[src/rtl/wpc_pkg.sv]
package wpc_pkg;
  typedef enum logic [1:0] {ST_IDLE, ST_FIRST, ST_SECOND, ST_FILL} wpc_state_e;
  localparam logic [1:0] LAT_NONE = 2'd0;
  localparam logic [1:0] LAT_FAST = 2'd1;
  localparam logic [1:0] LAT_WAY  = 2'd2;
  localparam logic [1:0] LAT_MISS = 2'd3;
endpackage

[src/rtl/wpc_way.sv]
module wpc_way #(
  parameter int SETS   = 16,
  parameter int TAG_W  = 8,
  parameter int DATA_W = 32,
  localparam int IDX_W = $clog2(SETS)
) (
  input  logic              clk_i,
  input  logic              rst_ni,
  input  logic              wr_en_i,
  input  logic [IDX_W-1:0]  wr_idx_i,
  input  logic [TAG_W-1:0]  wr_tag_i,
  input  logic [DATA_W-1:0] wr_data_i,
  input  logic [IDX_W-1:0]  rd_idx_i,
  output logic              rd_valid_o,
  output logic [TAG_W-1:0]  rd_tag_o,
  output logic [DATA_W-1:0] rd_data_o
);
  logic [SETS-1:0]   valid_q;
  logic [TAG_W-1:0]  tag_q  [SETS];
  logic [DATA_W-1:0] data_q [SETS];

  always_ff @(posedge clk_i or negedge rst_ni) begin
    if (!rst_ni) begin
      valid_q <= '0;
      for (int s = 0; s < SETS; s++) begin
        tag_q[s]  <= '0;
        data_q[s] <= '0;
      end
    end else if (wr_en_i) begin
      valid_q[wr_idx_i] <= 1'b1;
      tag_q[wr_idx_i]   <= wr_tag_i;
      data_q[wr_idx_i]  <= wr_data_i;
    end
  end

  assign rd_valid_o = valid_q[rd_idx_i];
  assign rd_tag_o   = tag_q[rd_idx_i];
  assign rd_data_o  = data_q[rd_idx_i];
endmodule

[src/rtl/wpc_pred.sv]
module wpc_pred #(
  parameter int SETS = 16,
  localparam int IDX_W = $clog2(SETS)
) (
  input  logic             clk_i,
  input  logic             rst_ni,
  input  logic             upd_en_i,
  input  logic [IDX_W-1:0] upd_idx_i,
  input  logic             upd_way_i,
  input  logic [IDX_W-1:0] rd_idx_i,
  output logic             rd_way_o
);
  logic [SETS-1:0] pred_q;

  always_ff @(posedge clk_i or negedge rst_ni) begin
    if (!rst_ni)       pred_q <= '0;
    else if (upd_en_i) pred_q[upd_idx_i] <= upd_way_i;
  end

  assign rd_way_o = pred_q[rd_idx_i];
endmodule

[src/rtl/wpc_tag_cmp.sv]
module wpc_tag_cmp #(
  parameter int TAG_W = 8
) (
  input  logic             line_valid_i,
  input  logic [TAG_W-1:0] line_tag_i,
  input  logic [TAG_W-1:0] look_tag_i,
  output logic             match_o
);
  assign match_o = line_valid_i && (line_tag_i == look_tag_i);
endmodule

[src/rtl/wp_cache_lookup.sv]
module wp_cache_lookup
  import wpc_pkg::*;
#(
  parameter int ADDR_W = 12,
  parameter int DATA_W = 32,
  parameter int SETS   = 4,
  localparam int IDX_W = $clog2(SETS),
  localparam int TAG_W = ADDR_W - IDX_W,
  localparam int WAYS  = 2
) (
  input  logic              clk_i,
  input  logic              rst_ni,
  input  logic              req_valid_i,
  input  logic [ADDR_W-1:0] req_addr_i,
  output logic              req_ready_o,
  output logic              rsp_valid_o,
  output logic [DATA_W-1:0] rsp_data_o,
  output logic              rsp_hit_o,
  output logic [1:0]        rsp_lat_o,
  output logic              fill_req_o,
  output logic [ADDR_W-1:0] fill_addr_o,
  input  logic              fill_valid_i,
  input  logic [DATA_W-1:0] fill_data_i
);
  wpc_state_e        state_q, state_d;
  logic [ADDR_W-1:0] addr_q;
  logic [IDX_W-1:0]  idx;
  logic [TAG_W-1:0]  tag;
  logic              pred_way, probe_way, hit, fill_fire, pred_upd;
  logic              way_valid [WAYS];
  logic [TAG_W-1:0]  way_tag   [WAYS];
  logic [DATA_W-1:0] way_data  [WAYS];

  assign idx = addr_q[IDX_W-1:0];
  assign tag = addr_q[ADDR_W-1:IDX_W];

  always_ff @(posedge clk_i or negedge rst_ni) begin
    if (!rst_ni) begin
      state_q <= ST_IDLE;
      addr_q  <= '0;
    end else begin
      state_q <= state_d;
      if (req_valid_i && req_ready_o) addr_q <= req_addr_i;
    end
  end

  // second probe looks at the way the prediction skipped
  assign probe_way = (state_q == ST_SECOND) ? ~pred_way : pred_way;
  assign fill_fire = (state_q == ST_FILL) && fill_valid_i;
  // victim on refill and target after way-miss hit are both the unpredicted way
  assign pred_upd  = ((state_q == ST_SECOND) && hit) || fill_fire;

  for (genvar w = 0; w < WAYS; w++) begin : g_way
    wpc_way #(.SETS(SETS), .TAG_W(TAG_W), .DATA_W(DATA_W)) i_way (
      .clk_i      (clk_i),
      .rst_ni     (rst_ni),
      .wr_en_i    (fill_fire && (~pred_way == 1'(w))),
      .wr_idx_i   (idx),
      .wr_tag_i   (tag),
      .wr_data_i  (fill_data_i),
      .rd_idx_i   (idx),
      .rd_valid_o (way_valid[w]),
      .rd_tag_o   (way_tag[w]),
      .rd_data_o  (way_data[w])
    );
  end

  wpc_pred #(.SETS(SETS)) i_pred (
    .clk_i     (clk_i),
    .rst_ni    (rst_ni),
    .upd_en_i  (pred_upd),
    .upd_idx_i (idx),
    .upd_way_i (~pred_way),
    .rd_idx_i  (idx),
    .rd_way_o  (pred_way)
  );

  wpc_tag_cmp #(.TAG_W(TAG_W)) i_cmp (
    .line_valid_i (way_valid[probe_way]),
    .line_tag_i   (way_tag[probe_way]),
    .look_tag_i   (tag),
    .match_o      (hit)
  );

  always_comb begin
    state_d = state_q;
    unique case (state_q)
      ST_IDLE:   if (req_valid_i) state_d = ST_FIRST;
      ST_FIRST:  state_d = hit ? ST_IDLE : ST_SECOND;
      ST_SECOND: state_d = hit ? ST_IDLE : ST_FILL;
      ST_FILL:   if (fill_valid_i) state_d = ST_IDLE;
      default:   state_d = ST_IDLE;
    endcase
  end

  always_comb begin
    rsp_lat_o = LAT_NONE;
    if (fill_fire)                        rsp_lat_o = LAT_MISS;
    else if (hit && state_q == ST_FIRST)  rsp_lat_o = LAT_FAST;
    else if (hit && state_q == ST_SECOND) rsp_lat_o = LAT_WAY;
  end

  assign rsp_valid_o = (rsp_lat_o != LAT_NONE);
  assign rsp_hit_o   = rsp_valid_o && !fill_fire;
  assign rsp_data_o  = fill_fire ? fill_data_i : way_data[probe_way];
  assign req_ready_o = (state_q == ST_IDLE);
  assign fill_req_o  = (state_q == ST_FILL);
  assign fill_addr_o = addr_q;
endmodule

[config.mk]
export PLATFORM = sky130hd
export DESIGN_NAME = wp_cache_lookup
export DESIGN_NICKNAME = d
export VERILOG_FILES = /design/src/rtl/wpc_pkg.sv /design/src/rtl/wpc_way.sv /design/src/rtl/wpc_pred.sv /design/src/rtl/wpc_tag_cmp.sv /design/src/rtl/wp_cache_lookup.sv
export SDC_FILE = /design/constraint.sdc
export NUM_CORES = 1
export LEC_CHECK = 0
export ABC_AREA = 0
export BUFFER_PORTS_ARGS = -buffer_cell sky130_fd_sc_hd__clkbuf_2
export CORE_MARGIN = 4
export CORE_UTILIZATION = 35
export CTS_BUF_LIST = sky130_fd_sc_hd__clkbuf_4 sky130_fd_sc_hd__clkbuf_8
export CTS_CLUSTER_SIZE = 24
export DETAILED_ROUTE_END_ITERATION = 12
export SLEW_MARGIN = 0
export SYNTH_ARGS = -nofsm -noshare
export SYNTH_HDL_FRONTEND = slang
export SYNTH_HIERARCHICAL = 1
export SYNTH_SLANG_ARGS = --single-unit
[constraint.sdc]
create_clock -name clk_i -period 4.8 [get_ports clk_i]
set_input_delay 0.24 -clock clk_i [delete_from_list [all_inputs] [get_ports clk_i]]
set_output_delay 0.24 -clock clk_i [all_outputs]
set_load 0.005 [all_outputs]
# [After elaboration in Yosys (flattened, before gate mapping)]
# Index checks and enable logic that the tools add are counted.
[word_totals] regBits=362 output_inout_bits=50 wordCells=100
[op_classes] n_lt_le_gt_ge=5 n_eq_ne=6 muxes=48 bitwise=5 n_reduce_logical=15
[op_table] cell="32-bit two-way mux" count=9
[op_table] cell="128-bit bitwise mux" count=2
[op_table] cell="32-bit binary-select mux with 2-bit select" count=2
[op_table] cell="40-bit bitwise mux" count=2
[op_table] cell="10-bit two-way mux" count=8
[op_table] cell="32-bit demux with 2-bit select" count=1
[op_table] cell="10-bit binary-select mux with 2-bit select" count=2
[op_table] cell="10-bit demux with 2-bit select" count=1
[op_table] cell="2-bit two-way mux" count=7
[op_table] cell="10-bit equality test" count=1
[op_table] cell="1-bit logical AND" count=10
[op_table] cell="1-bit two-way mux" count=8
[op_table] cell="4-bit OR" count=2
[op_table] cell="2-bit case mux with 4 select lines" count=1
[op_table] cell="1-bit binary-select mux with 2-bit select" count=3
[op_table] cell="4-bit bitwise mux" count=1
[op_table] cell="2-bit equality test (second input constant)" count=2
[op_table] cell="3-bit >= comparator (second input constant)" count=1
[op_table] cell="2-bit by 3-bit less-than comparator with 1-bit output (second input constant)" count=1
[op_table] cell="3-bit by 1-bit less-than comparator with 1-bit output (second input constant)" count=1
[op_table] cell="2-bit inverter with 3-bit output" count=1
[op_table] cell="1-bit demux with 2-bit select" count=1
[op_table] cell="2-bit by 1-bit equality test with 1-bit output (second input constant)" count=1
[op_table] cell="2-bit by 1-bit >= comparator with 1-bit output (second input constant)" count=1
[op_table] cell="10 further kinds" count=10

# [Logic depth before layout (Yosys ltp)]
# Gate-level depths: netlist of the first run.
[logic_depth] depth_word=16 ltp_mapped=12

# [Modules after synthesis]
# Netlist of the first run, hierarchy kept.
[modules_own_cells] mod="wpc_way" n_inst=2 cells_per_inst=417 area_per_inst_um2=7405.9
[modules_own_cells] mod="wp_cache_lookup" n_inst=1 cells_per_inst=169 area_per_inst_um2=1468.9
[modules_own_cells] mod="wpc_pred" n_inst=1 cells_per_inst=13 area_per_inst_um2=200.2
[modules_own_cells] mod="wpc_tag_cmp" n_inst=1 cells_per_inst=14 area_per_inst_um2=115.1

# [Least setup slack after synthesis of the first run]
# Ideal clock, no wire load.
[synth_path] kind="flip-flop to flip-flop" startpoint="register addr_q[0], in the netlist fill_addr_o[0]" endpoint="register i_pred.pred_q[0]" setup_ns=0.125 arrival_ns=3.481 setup_slack_ns=1.194 stages_incl_launch_ff=12 synth_period_minus_slack_ns=3.606 path_cell_list="dfrtp_1 mux4_2 xnor2_4 buf_6 mux2_2 xnor2_1 nand4_1 nor3_2 mux2i_1 nor2b_1 nor3b_2 mux2_2"
[synth_via] elab_chain_len=12 word_cells_on_any_way=32 cone_classes="2 x order compare; 1 x eq/ne; 22 x mux; 3 x bitwise; 4 x reduce/logical"
[synth_rtl] element="start: declaration" line="wp_cache_lookup.sv:26" source="logic [ADDR_W-1:0] addr_q;"
[synth_rtl] element="start signal: assignment" line="wp_cache_lookup.sv:43" source="if (req_valid_i && req_ready_o) addr_q <= req_addr_i;"
[synth_rtl] element="1-bit binary-select mux with 2-bit select *" line="wpc_pred.sv:20" source="assign rd_way_o = pred_q[rd_idx_i];"
[synth_rtl] element="1-bit two-way mux (implied by the code) *" line="wpc_pred.sv:20"
[synth_rtl] element="via pred_way" line="wp_cache_lookup.sv:29" source="logic pred_way, probe_way, hit, fill_fire, pred_upd;"
[synth_rtl] element="1-bit inverter" line="wp_cache_lookup.sv:48" source="assign probe_way = (state_q == ST_SECOND) ? ~pred_way : pred_way;"
[synth_rtl] element="1-bit two-way mux *" line="wp_cache_lookup.sv:48"
[synth_rtl] element="1-bit inverter with 2-bit output (implied by the code) *" line="wp_cache_lookup.sv:79, wp_cache_lookup.sv:80"
[synth_rtl] element="10-bit two-way mux (implied by the code) (3 in a row)" line="wp_cache_lookup.sv:80" source=".line_tag_i (way_tag[probe_way]),"
[synth_rtl] element="10-bit equality test" line="wpc_tag_cmp.sv:9" source="assign match_o = line_valid_i && (line_tag_i == look_tag_i);"
[synth_rtl] element="1-bit logical AND *" line="wpc_tag_cmp.sv:9"
[synth_rtl] element="via hit" line="wp_cache_lookup.sv:29"
[synth_rtl] element="1-bit logical AND *" line="wp_cache_lookup.sv:51" source="assign pred_upd = ((state_q == ST_SECOND) && hit) || fill_fire;"
[synth_rtl] element="1-bit logical OR *" line="wp_cache_lookup.sv:51"
[synth_rtl] element="via pred_upd" line="wp_cache_lookup.sv:29"
[synth_rtl] element="end signal: indexed assignment" line="wpc_pred.sv:17" source="else if (upd_en_i) pred_q[upd_idx_i] <= upd_way_i;"
[synth_rtl] element="end: declaration" line="wpc_pred.sv:13" source="logic [SETS-1:0] pred_q;"
# The timed path passes the listed nets; every way through them passes the cells marked *. The select of a mux whose other input is x is not followed.
# A chain may end at the register's enable or synchronous reset.

==> results of run 1 <==
## final cells by class
class / instances / area (um^2) / share of cell area
clock buffers: 107 / 1348 / 0.06961
well taps: 607 / 759.5 / 0.03923
multi-input cells: 601 / 7091 / 0.3663
flip-flops and latches: 362 / 9066 / 0.4684
clock inverters: 8 / 47.55 / 0.002456
repair buffers: 150 / 1039 / 0.05365
inverters: 2 / 7.507 / 0.0003878
## worst max-delay path by stage
stage / start / endpoint / slack, ns / cells after the start
2_1_floorplan: fill_addr_o[0] / i_pred/pred_q[0] / 1.19 / 11
3_3_place_gp: fill_addr_o[0] / i_pred/pred_q[0] / 1.0 / 10
3_5_place_dp: fill_addr_o[0] / i_pred/pred_q[0] / 0.95 / 10
4_1_cts: fill_addr_o[0] / rsp_hit_o / 0.51 / 11
5_1_grt: fill_addr_o[0] / rsp_hit_o / 0.37 / 11
6_report: fill_addr_o[0] / rsp_hit_o / 0.60 / 11
## cells by family (layout without fill, tap and decap cells)
logic type	Yosys count	after routing	share of synthesized area
buffers and inverters	67	267	0.02699
multiplexers	483	483	0.3843
flip-flops	362	362	0.5458
XOR/XNOR	11	11	0.006936
AND/OR/NAND/NOR	72	72	0.02526
AO/OA/AOI/OAI	35	35	0.01071
## per-layer routing
layer | share of wire | wire [um] | global-route usage
met1 | 0.46 | 16830 | 0.1965
met2 | 0.49 | 18150 | 0.2475
met3 | 0.032 | 1162 | 0.02951
met4 | 0.019 | 712 | 0.04288
met5 | 0 | 0 | 0
## sequential cells by signal (all words and copies together) (netlist names)
| signal | count |
|---|---|
| g_way.i_way/valid_q | 8 |
| fill_addr_o | 12 |
| i_pred/pred_q | 4 |
| g_way.i_way/tag_q | 80 |
| g_way.i_way/data_q | 256 |
| state_q | 2 |
## Yosys cell counts (2+ instances only)
master / instances / area (um^2)
nand4_1: 2 / 12.51
nor2b_1: 4 / 25.02
mux2i_1: 33 / 330.3
mux2_2: 348 / 3919
dfrtp_1: 362 / 9059
nand3_2: 2 / 20.02
nor2_1: 3 / 11.26
o21ai_1: 32 / 160.2
or2_2: 2 / 12.51
inv_1: 2 / 7.510
buf_2: 25 / 125.1
and2_1: 3 / 18.77
nand2b_1: 6 / 37.54
buf_6: 10 / 112.6
nand2_1: 35 / 131.4
buf_8: 3 / 45.04
clkbuf_1: 11 / 41.29
nand3_1: 2 / 10.01
buf_4: 15 / 112.6
nand3b_2: 2 / 22.52
xnor2_1: 10 / 87.58
nor3b_4: 2 / 37.54
mux2_1: 15 / 168.9
nand3b_1: 4 / 30.03
mux4_2: 87 / 1959
## through the flow
stage	instance area, um^2	power (mW)	hold slack, ns	utilization
after floorplan	16600	8.968	-0.05559	-
after global placement	17630	10.40	0.2596	0.3771
after detailed placement	17630	10.54	0.2612	0.3771
after CTS	19360	13.67	0.0003403	0.4140
after global routing	19360	14.31	0.02320	0.4140
final	19360	13.41	0.05132	0.4140
## power breakdown
| group | internal [mW] | switching (mW) | leakage (nW) |
|---|---|---|---|
| logic | 3.04 | 2.31 | 3.47 |
| clock network | 1.77 | 1.25 | 0.738 |
| registers | 4.30 | 0.729 | 4.64 |
## timing repair
item / CTS / global route
setup endpoints to repair: 0 / 0
endpoints found under the hold margin: 225 / 0
hold buffers: 33 / 0
==> report_table.html, run 1 <==
<table>
<tr><th>Metric</th><th>Value</th></tr>
<tr><th colspan="2">Outcome</th></tr>
<tr><td>Result of the run</td><td>complete, no violations</td></tr>
<tr><th colspan="2">Finish</th></tr>
<tr><td>Commonest non-fill, non-tap cell in the layout</td><td>dfrtp_1</td></tr>
<tr><td>Final net count</td><td>1231</td></tr>
<tr><td>Most frequent cells in the layout</td><td>dfrtp_1 (360), mux2_2 (348), clkbuf_2 (96)</td></tr>
<tr><td>Total of fill cells in the finished design</td><td>4299</td></tr>
<tr><td>Share of cells above drive strength 1</td><td>0.5545</td></tr>
<tr><td>Layout overhead on the synthesized area</td><td>16.64%</td></tr>
<tr><td>Count of antenna diodes in the layout</td><td>0</td></tr>
<tr><td>Non-filler cells in the finished layout</td><td>1837</td></tr>
<tr><th colspan="2">Drt</th></tr>
<tr><td>Total DRC errors in the routed layout</td><td>0</td></tr>
<tr><td>Routed vias</td><td>9350</td></tr>
<tr><td>Number of DRC markers after the initial detailed-route iteration</td><td>458</td></tr>
<tr><td>Final wirelength</td><td>36860 um</td></tr>
<tr><td>Post-DR wirelength/cell</td><td>20.06 um</td></tr>
<tr><td>Via-to-Cell Ratio</td><td>slightly above 5</td></tr>
<tr><td>DRT antenna net count</td><td>0</td></tr>
<tr><td>Router iterations before antenna repair</td><td>4</td></tr>
<tr><th colspan="2">Clocking</th></tr>
<tr><td>Clock transition at the registers of the reported paths</td><td>0.06 ns</td></tr>
<tr><td>Total CTS buffers</td><td>66</td></tr>
<tr><td>PostCTS Resize Cnt</td><td>0</td></tr>
<tr><td>Clock Latency Late Sink</td><td>0.59 ns</td></tr>
<tr><td>Clock sink total</td><td>362</td></tr>
<tr><td>Maximum level of the CTS H-tree</td><td>3</td></tr>
<tr><td>Cell at the root of the clock tree</td><td>clkbuf_8</td></tr>
<tr><td>Number of buffers inserted to repair setup after CTS</td><td>0</td></tr>
<tr><td>CTS tree</td><td>built</td></tr>
<tr><td>Bufs on Longest Clock Path</td><td>3</td></tr>
<tr><th colspan="2">STA</th></tr>
<tr><td>Total Neg Setup Slack</td><td>0 ns</td></tr>
<tr><td>Period Utilization, post-route</td><td>0.8756</td></tr>
<tr><td>Hold Fails Final Rpt</td><td>0</td></tr>
<tr><td>Setup repair after global routing missed its margin</td><td>false</td></tr>
<tr><td>Remaining max-slew budget at the tightest pin</td><td>0.4272</td></tr>
<tr><td>Final worst path period need</td><td>4.203 ns</td></tr>
<tr><td>Max Freq</td><td>237.9 MHz</td></tr>
<tr><td>Slew of the pin with the lowest slew margin</td><td>0.8593 ns</td></tr>
<tr><td>Final number of setup-violating endpoints</td><td>0</td></tr>
<tr><td>Worst clock skew on the final layout</td><td>0.02740 ns</td></tr>
<tr><td>Setup ws final</td><td>0.5973 ns</td></tr>
<tr><td>Final Max Slew Viols</td><td>0</td></tr>
<tr><th colspan="2">Global routing</th></tr>
<tr><td>Via count of the first global-routing pass</td><td>10422</td></tr>
<tr><td>Combined global-route utilization of all metal layers</td><td>0.1479</td></tr>
<tr><td>GRT overflow</td><td>0</td></tr>
<tr><td>Global-route wire length before repair</td><td>between 50000 and 60000 um</td></tr>
<tr><td>Largest net degree at the start of global routing</td><td>146</td></tr>
<tr><td>Antenna violations before repair</td><td>0</td></tr>
<tr><th colspan="2">Worst setup path</th></tr>
<tr><td>Critical path, cell by cell</td><td>buf_12, mux4_2, mux2_2, xnor2_1, nand3_1, nor3_2, mux2i_1, nor2b_1, a21o_1, and2_1, clkbuf_2</td></tr>
<tr><td>Minimum setup slack among reg-to-reg paths</td><td>0.98 ns</td></tr>
<tr><td>Count of cells along the worst register-to-register path</td><td>10</td></tr>
<tr><td>Reg2reg start</td><td>fill_addr_o[0]</td></tr>
<tr><td>Required time worst endpoint</td><td>4.56 ns</td></tr>
<tr><td>Element type at the critical path start</td><td>flip-flop</td></tr>
<tr><td>Maximum fanout encountered on the critical timing path</td><td>100</td></tr>
<tr><td>Critical Path Sink Type</td><td>output pin</td></tr>
<tr><td>Worst r2r dst</td><td>i_pred/pred_q[0]</td></tr>
<tr><td>Worst path arrival time</td><td>3.96 ns</td></tr>
<tr><td>Category of cells accounting for the largest share of critical-path delay</td><td>multiplexers</td></tr>
<tr><td>Critical path start-end classification</td><td>flip-flop to output pin</td></tr>
<tr><td>Buffer and inverter count on the worst path</td><td>2</td></tr>
<tr><td>Largest incremental delay on the critical path</td><td>approximately 0.62 ns</td></tr>
<tr><td>Critical-path top delay cell</td><td>buf_12</td></tr>
<tr><th colspan="2">Floorplanning</th></tr>
<tr><td>Die Height</td><td>225.8 um</td></tr>
<tr><td>Initial standard-cell utilization of the core</td><td>0.3550</td></tr>
<tr><td>Die extent in x</td><td>~230 um</td></tr>
<tr><td>Number of rows in the core area</td><td>79</td></tr>
<tr><td>Floorplan core area</td><td>46750 um^2</td></tr>
<tr><td>Floorplan die area</td><td>~51000 um^2</td></tr>
<tr><td>Top-level port count</td><td>98</td></tr>
<tr><th colspan="2">Power and ir drop</th></tr>
<tr><td>Worst ir drop on vdd</td><td>0.5208 mV</td></tr>
<tr><td>Lkg Pwr</td><td>8.849 nW</td></tr>
<tr><td>Power per unit of standard cell area</td><td>692.6 nW/um^2</td></tr>
<tr><th colspan="2">Synth</th></tr>
<tr><td>Number of library cell types mapped by synthesis</td><td>35</td></tr>
<tr><td>Async S/R FF share, synth</td><td>1.000</td></tr>
<tr><td>Syn Area/Cell</td><td>between 15 and 20 um^2</td></tr>
<tr><td>Dominant synthesized flop cell</td><td>dfrtp_1</td></tr>
<tr><td>Number of cells produced by synthesis</td><td>about 1000</td></tr>
<tr><td>Syn Nets</td><td>between 1000 and 1500</td></tr>
<tr><td>Count of synthesis-stage warnings from yosys</td><td>6</td></tr>
<tr><td>Number of flops mapped to enable cells by yosys</td><td>0</td></tr>
<tr><td>Post-synthesis instance area</td><td>approximately 17000 um^2</td></tr>
<tr><td>Sequential area share after synthesis</td><td>0.5458</td></tr>
<tr><td>#FFs+latches synth</td><td>362</td></tr>
<tr><th colspan="2">Place</th></tr>
<tr><td>Port-buffer cells</td><td>97</td></tr>
<tr><td>Minimum setup slack after placement</td><td>0.9456 ns</td></tr>
<tr><td>Final HPWL from detailed placement</td><td>20710 um</td></tr>
<tr><td>Instance count after placement with tap cells included</td><td>1689</td></tr>
<tr><td>Routability-driven placement congestion ratio</td><td>about 0.70</td></tr>
<tr><th colspan="2">Worst hold path</th></tr>
<tr><td>Hold Path Cell Cnt</td><td>2</td></tr>
<tr><td>Path class of the lowest-slack min-delay path</td><td>input pin to flip-flop</td></tr>
<tr><td>Worst hold path startpoint</td><td>fill_data_i[11]</td></tr>
<tr><td>Endpoint of the worst hold path</td><td>g_way[1].i_way/data_q[75]</td></tr>
<tr><th colspan="2">Run</th></tr>
<tr><td>Number of violations of the max-capacitance limit</td><td>0</td></tr>
</table>
Power figures use the tool's default switching activity.
==> run 2, diff against run 1 <==
--- a/config.mk
+++ b/config.mk
@@ -8,7 +8,7 @@
 export ABC_AREA = 0
 export BUFFER_PORTS_ARGS = -buffer_cell sky130_fd_sc_hd__clkbuf_2
 export CORE_MARGIN = 4
-export CORE_UTILIZATION = 35
+export CORE_UTILIZATION = 41
 export CTS_BUF_LIST = sky130_fd_sc_hd__clkbuf_4 sky130_fd_sc_hd__clkbuf_8
 export CTS_CLUSTER_SIZE = 24
 export DETAILED_ROUTE_END_ITERATION = 12
==> report_table.html, run 2 (synthesis results as in run 1) <==
<table>
<tr><th>Metric</th><th>Value</th></tr>
<tr><th colspan="2">Outcome</th></tr>
<tr><td>Result of the run</td><td>complete, no violations</td></tr>
<tr><th colspan="2">Clocking</th></tr>
<tr><td>Bufs on Longest Clock Path</td><td>3 (unchanged)</td></tr>
<tr><td>Clock sink total</td><td>362 (unchanged)</td></tr>
<tr><td>Clock transition at the registers of the reported paths</td><td>0.06 ns (about the same)</td></tr>
<tr><td>Cell at the root of the clock tree</td><td>clkbuf_8</td></tr>
<tr><td>Maximum level of the CTS H-tree</td><td>2 (-1)</td></tr>
<tr><td>Clock Latency Late Sink</td><td>0.63 ns (+0.04 ns)</td></tr>
<tr><td>PostCTS Resize Cnt</td><td>0 (unchanged)</td></tr>
<tr><td>Total CTS buffers</td><td>59 (-11%)</td></tr>
<tr><td>CTS tree</td><td>built</td></tr>
<tr><th colspan="2">Finish</th></tr>
<tr><td>Most frequent cells in the layout</td><td>dfrtp_1 (360), mux2_2 (348), clkbuf_2 (96)</td></tr>
<tr><td>Share of cells above drive strength 1</td><td>0.5480 (-0.006449)</td></tr>
<tr><td>Commonest non-fill, non-tap cell in the layout</td><td>dfrtp_1</td></tr>
<tr><td>Final core occ</td><td>0.4846 (+0.07060)</td></tr>
<tr><td>Layout overhead on the synthesized area</td><td>16.56% (about the same)</td></tr>
<tr><td>Total of fill cells in the finished design</td><td>3437 (-20%)</td></tr>
<tr><td>Count of antenna diodes in the layout</td><td>0 (unchanged)</td></tr>
<tr><td>Max reg flops</td><td>256 (unchanged)</td></tr>
<tr><td>Multi-input logic area</td><td>7091 um^2 (unchanged)</td></tr>
<tr><td>Sequential cell area</td><td>9066 um^2 (unchanged)</td></tr>
<tr><td>Final net count</td><td>1241 (+0.81%)</td></tr>
<tr><td>Register with the highest flop count</td><td>g_way.i_way/data_q</td></tr>
<tr><th colspan="2">STA</th></tr>
<tr><td>Final number of setup-violating endpoints</td><td>0 (unchanged)</td></tr>
<tr><td>Hold Fails Final Rpt</td><td>0 (unchanged)</td></tr>
<tr><td>Remaining max-slew budget at the tightest pin</td><td>0.3760 (-0.05119)</td></tr>
<tr><td>Slew of the pin with the lowest slew margin</td><td>0.9361 ns (+0.07679 ns)</td></tr>
<tr><td>Worst clock skew on the final layout</td><td>0.02415 ns (-0.003246 ns)</td></tr>
<tr><td>Period Utilization, post-route</td><td>0.8847 (+0.009188)</td></tr>
<tr><td>Max Freq</td><td>235.5 MHz (-1.0%)</td></tr>
<tr><td>Total Neg Setup Slack</td><td>0 ns (unchanged)</td></tr>
<tr><td>Final worst path period need</td><td>4.247 ns (+0.04410 ns)</td></tr>
<tr><td>Setup repair after global routing missed its margin</td><td>false</td></tr>
<tr><td>Final Max Slew Viols</td><td>0 (unchanged)</td></tr>
<tr><th colspan="2">Global routing</th></tr>
<tr><td>Global-route wire length before repair</td><td>58080 um (-2.1%)</td></tr>
<tr><td>Via count of the first global-routing pass</td><td>10146 (-2.6%)</td></tr>
<tr><td>Combined global-route utilization of all metal layers</td><td>0.1665 (+0.01861)</td></tr>
<tr><td>Antenna violations before repair</td><td>0 (unchanged)</td></tr>
<tr><td>GRT overflow</td><td>0 (unchanged)</td></tr>
<tr><td>Largest net degree at the start of global routing</td><td>118 (-19%)</td></tr>
<tr><th colspan="2">Drt</th></tr>
<tr><td>Via-to-Cell Ratio</td><td>5.223 (+2.6%)</td></tr>
<tr><td>Routed vias</td><td>9213 (-1.5%)</td></tr>
<tr><td>Post-DR wirelength/cell</td><td>20.39 um (+1.6%)</td></tr>
<tr><td>Number of DRC markers after the initial detailed-route iteration</td><td>481 (+5.0%)</td></tr>
<tr><td>Router iterations before antenna repair</td><td>4 (unchanged)</td></tr>
<tr><td>Total DRC errors in the routed layout</td><td>0 (unchanged)</td></tr>
<tr><td>DRT antenna net count</td><td>0 (unchanged)</td></tr>
<tr><td>Final wirelength</td><td>35960 um (-2.4%)</td></tr>
<tr><th colspan="2">Place</th></tr>
<tr><td>Routability-driven placement congestion ratio</td><td>0.6967 (+0.20%)</td></tr>
<tr><td>Port-buffer cells</td><td>97 (unchanged)</td></tr>
<tr><td>Final HPWL from detailed placement</td><td>20640 um (-0.30%)</td></tr>
<tr><th colspan="2">Worst hold path</th></tr>
<tr><td>Path class of the lowest-slack min-delay path</td><td>input pin to flip-flop</td></tr>
<tr><th colspan="2">Power and ir drop</th></tr>
<tr><td>Worst ir drop on vdd</td><td>0.4360 mV (-16%)</td></tr>
<tr><td>Power per unit of standard cell area</td><td>681.2 nW/um^2 (-1.6%)</td></tr>
<tr><td>Lkg Pwr</td><td>8.899 nW (+0.57%)</td></tr>
<tr><th colspan="2">Floorplanning</th></tr>
<tr><td>Number of rows in the core area</td><td>73 (-7.6%)</td></tr>
<tr><td>Top-level port count</td><td>98 (unchanged)</td></tr>
<tr><td>Floorplan core area</td><td>39910 um^2 (-15%)</td></tr>
<tr><td>Die Height</td><td>209.2 um (-7.3%)</td></tr>
<tr><td>Die extent in x</td><td>209.2 um (-7.3%)</td></tr>
<tr><td>Floorplan die area</td><td>43760 um^2 (-14%)</td></tr>
<tr><td>Initial standard-cell utilization of the core</td><td>0.4158 (+0.06082)</td></tr>
<tr><th colspan="2">Worst setup path</th></tr>
<tr><td>Critical-path top delay cell</td><td>buf_12</td></tr>
<tr><td>Critical Path Sink Type</td><td>output pin</td></tr>
<tr><td>Largest incremental delay on the critical path</td><td>0.62 ns (about the same)</td></tr>
<tr><td>Maximum fanout encountered on the critical timing path</td><td>100 (unchanged)</td></tr>
<tr><td>Element type at the critical path start</td><td>flip-flop</td></tr>
<tr><td>Worst path arrival time</td><td>4.01 ns (+0.05 ns)</td></tr>
<tr><td>Required time worst endpoint</td><td>4.56 ns (about the same)</td></tr>
<tr><td>Critical path start-end classification</td><td>flip-flop to output pin</td></tr>
<tr><td>Critical path, cell by cell</td><td>buf_12, mux4_2, mux2_2, xnor2_1, nand4_1, nor3_2, mux2i_1, nor2b_1, a21o_1, and2_1, clkbuf_2</td></tr>
<tr><th colspan="2">Run</th></tr>
<tr><td>Number of violations of the max-capacitance limit</td><td>0 (unchanged)</td></tr>
</table>
-- run 2: cell type report --
type | count | area share
clock inverter | 6 | 0.001876
tap | 525 | 0.03396
clock buffer | 101 | 0.06410
sequential | 362 | 0.4687
timing repair buffer | 167 | 0.06442
inverter | 2 | 0.0003881
multi-input combinational | 601 | 0.3666
-- run 2: worst max-delay path: cells and delay by family, from the launching register on --
kind            cells  cell delay [ns]
mux                 3             1.06
xor+xnor            1             0.17
simple gates        4             0.78
flops               1             0.43
compound gates      1             0.12
buf+inv             2             0.72
-- run 2: timing repair --
item	in CTS	in global routing
setup buffers	0	0
endpoints found under the hold margin	369	0
hold buffers	45	0
-- run 2: per-layer routing --
layer  share of wire  track usage
met5               0            0
met4           0.014      0.03803
met3           0.036      0.03288
met2            0.48       0.2683
met1            0.47       0.2361
-- run 2: report_power, final --
| group | total [mW] | internal [mW] | switching [mW] | leakage, nW |
|---|---|---|---|---|
| logic | 5.32 | 3.05 | 2.27 | 3.58 |
| clock network | 2.81 | 1.61 | 1.20 | 0.684 |
| registers | 5.05 | 4.30 | 0.743 | 4.64 |
-- run 2: per-stage QoR --
stage	area (um^2)	hold slack (ns)	total power [mW]	cells	setup WS [ns]
after detailed placement	17620	0.3911	10.51	1612	0.9639
after global routing	19340	0.03117	14.08	1764	0.2399
after floorplan	16600	-0.05559	8.968	1030	1.194
after global placement	17620	0.3924	10.37	1612	1.008
after CTS	19340	0.005069	13.42	1764	0.4284
final	19340	0.07274	13.18	1764	0.5532
-- run 2: worst paths after layout --
| check | end | slack, ns | start | depth (start not counted) |
|---|---|---|---|---|
| worst max-delay path | rsp_hit_o | 0.55 | fill_addr_o[0] | 11 |
| min in group asynchronous | g_way[1].i_way/data_q[9] | 0.28 | rst_ni | 2 |
| max in group asynchronous | g_way[1].i_way/data_q[29] | 3.35 | rst_ni | 3 |
| worst max register to register | i_pred/pred_q[0] | 0.99 | fill_addr_o[0] | 10 |
| worst min-delay path | g_way[1].i_way/data_q[2] | 0.07 | fill_data_i[2] | 2 |
| worst min register to register | g_way[0].i_way/valid_q[3] | 0.46 | g_way[0].i_way/valid_q[3] | 1 |
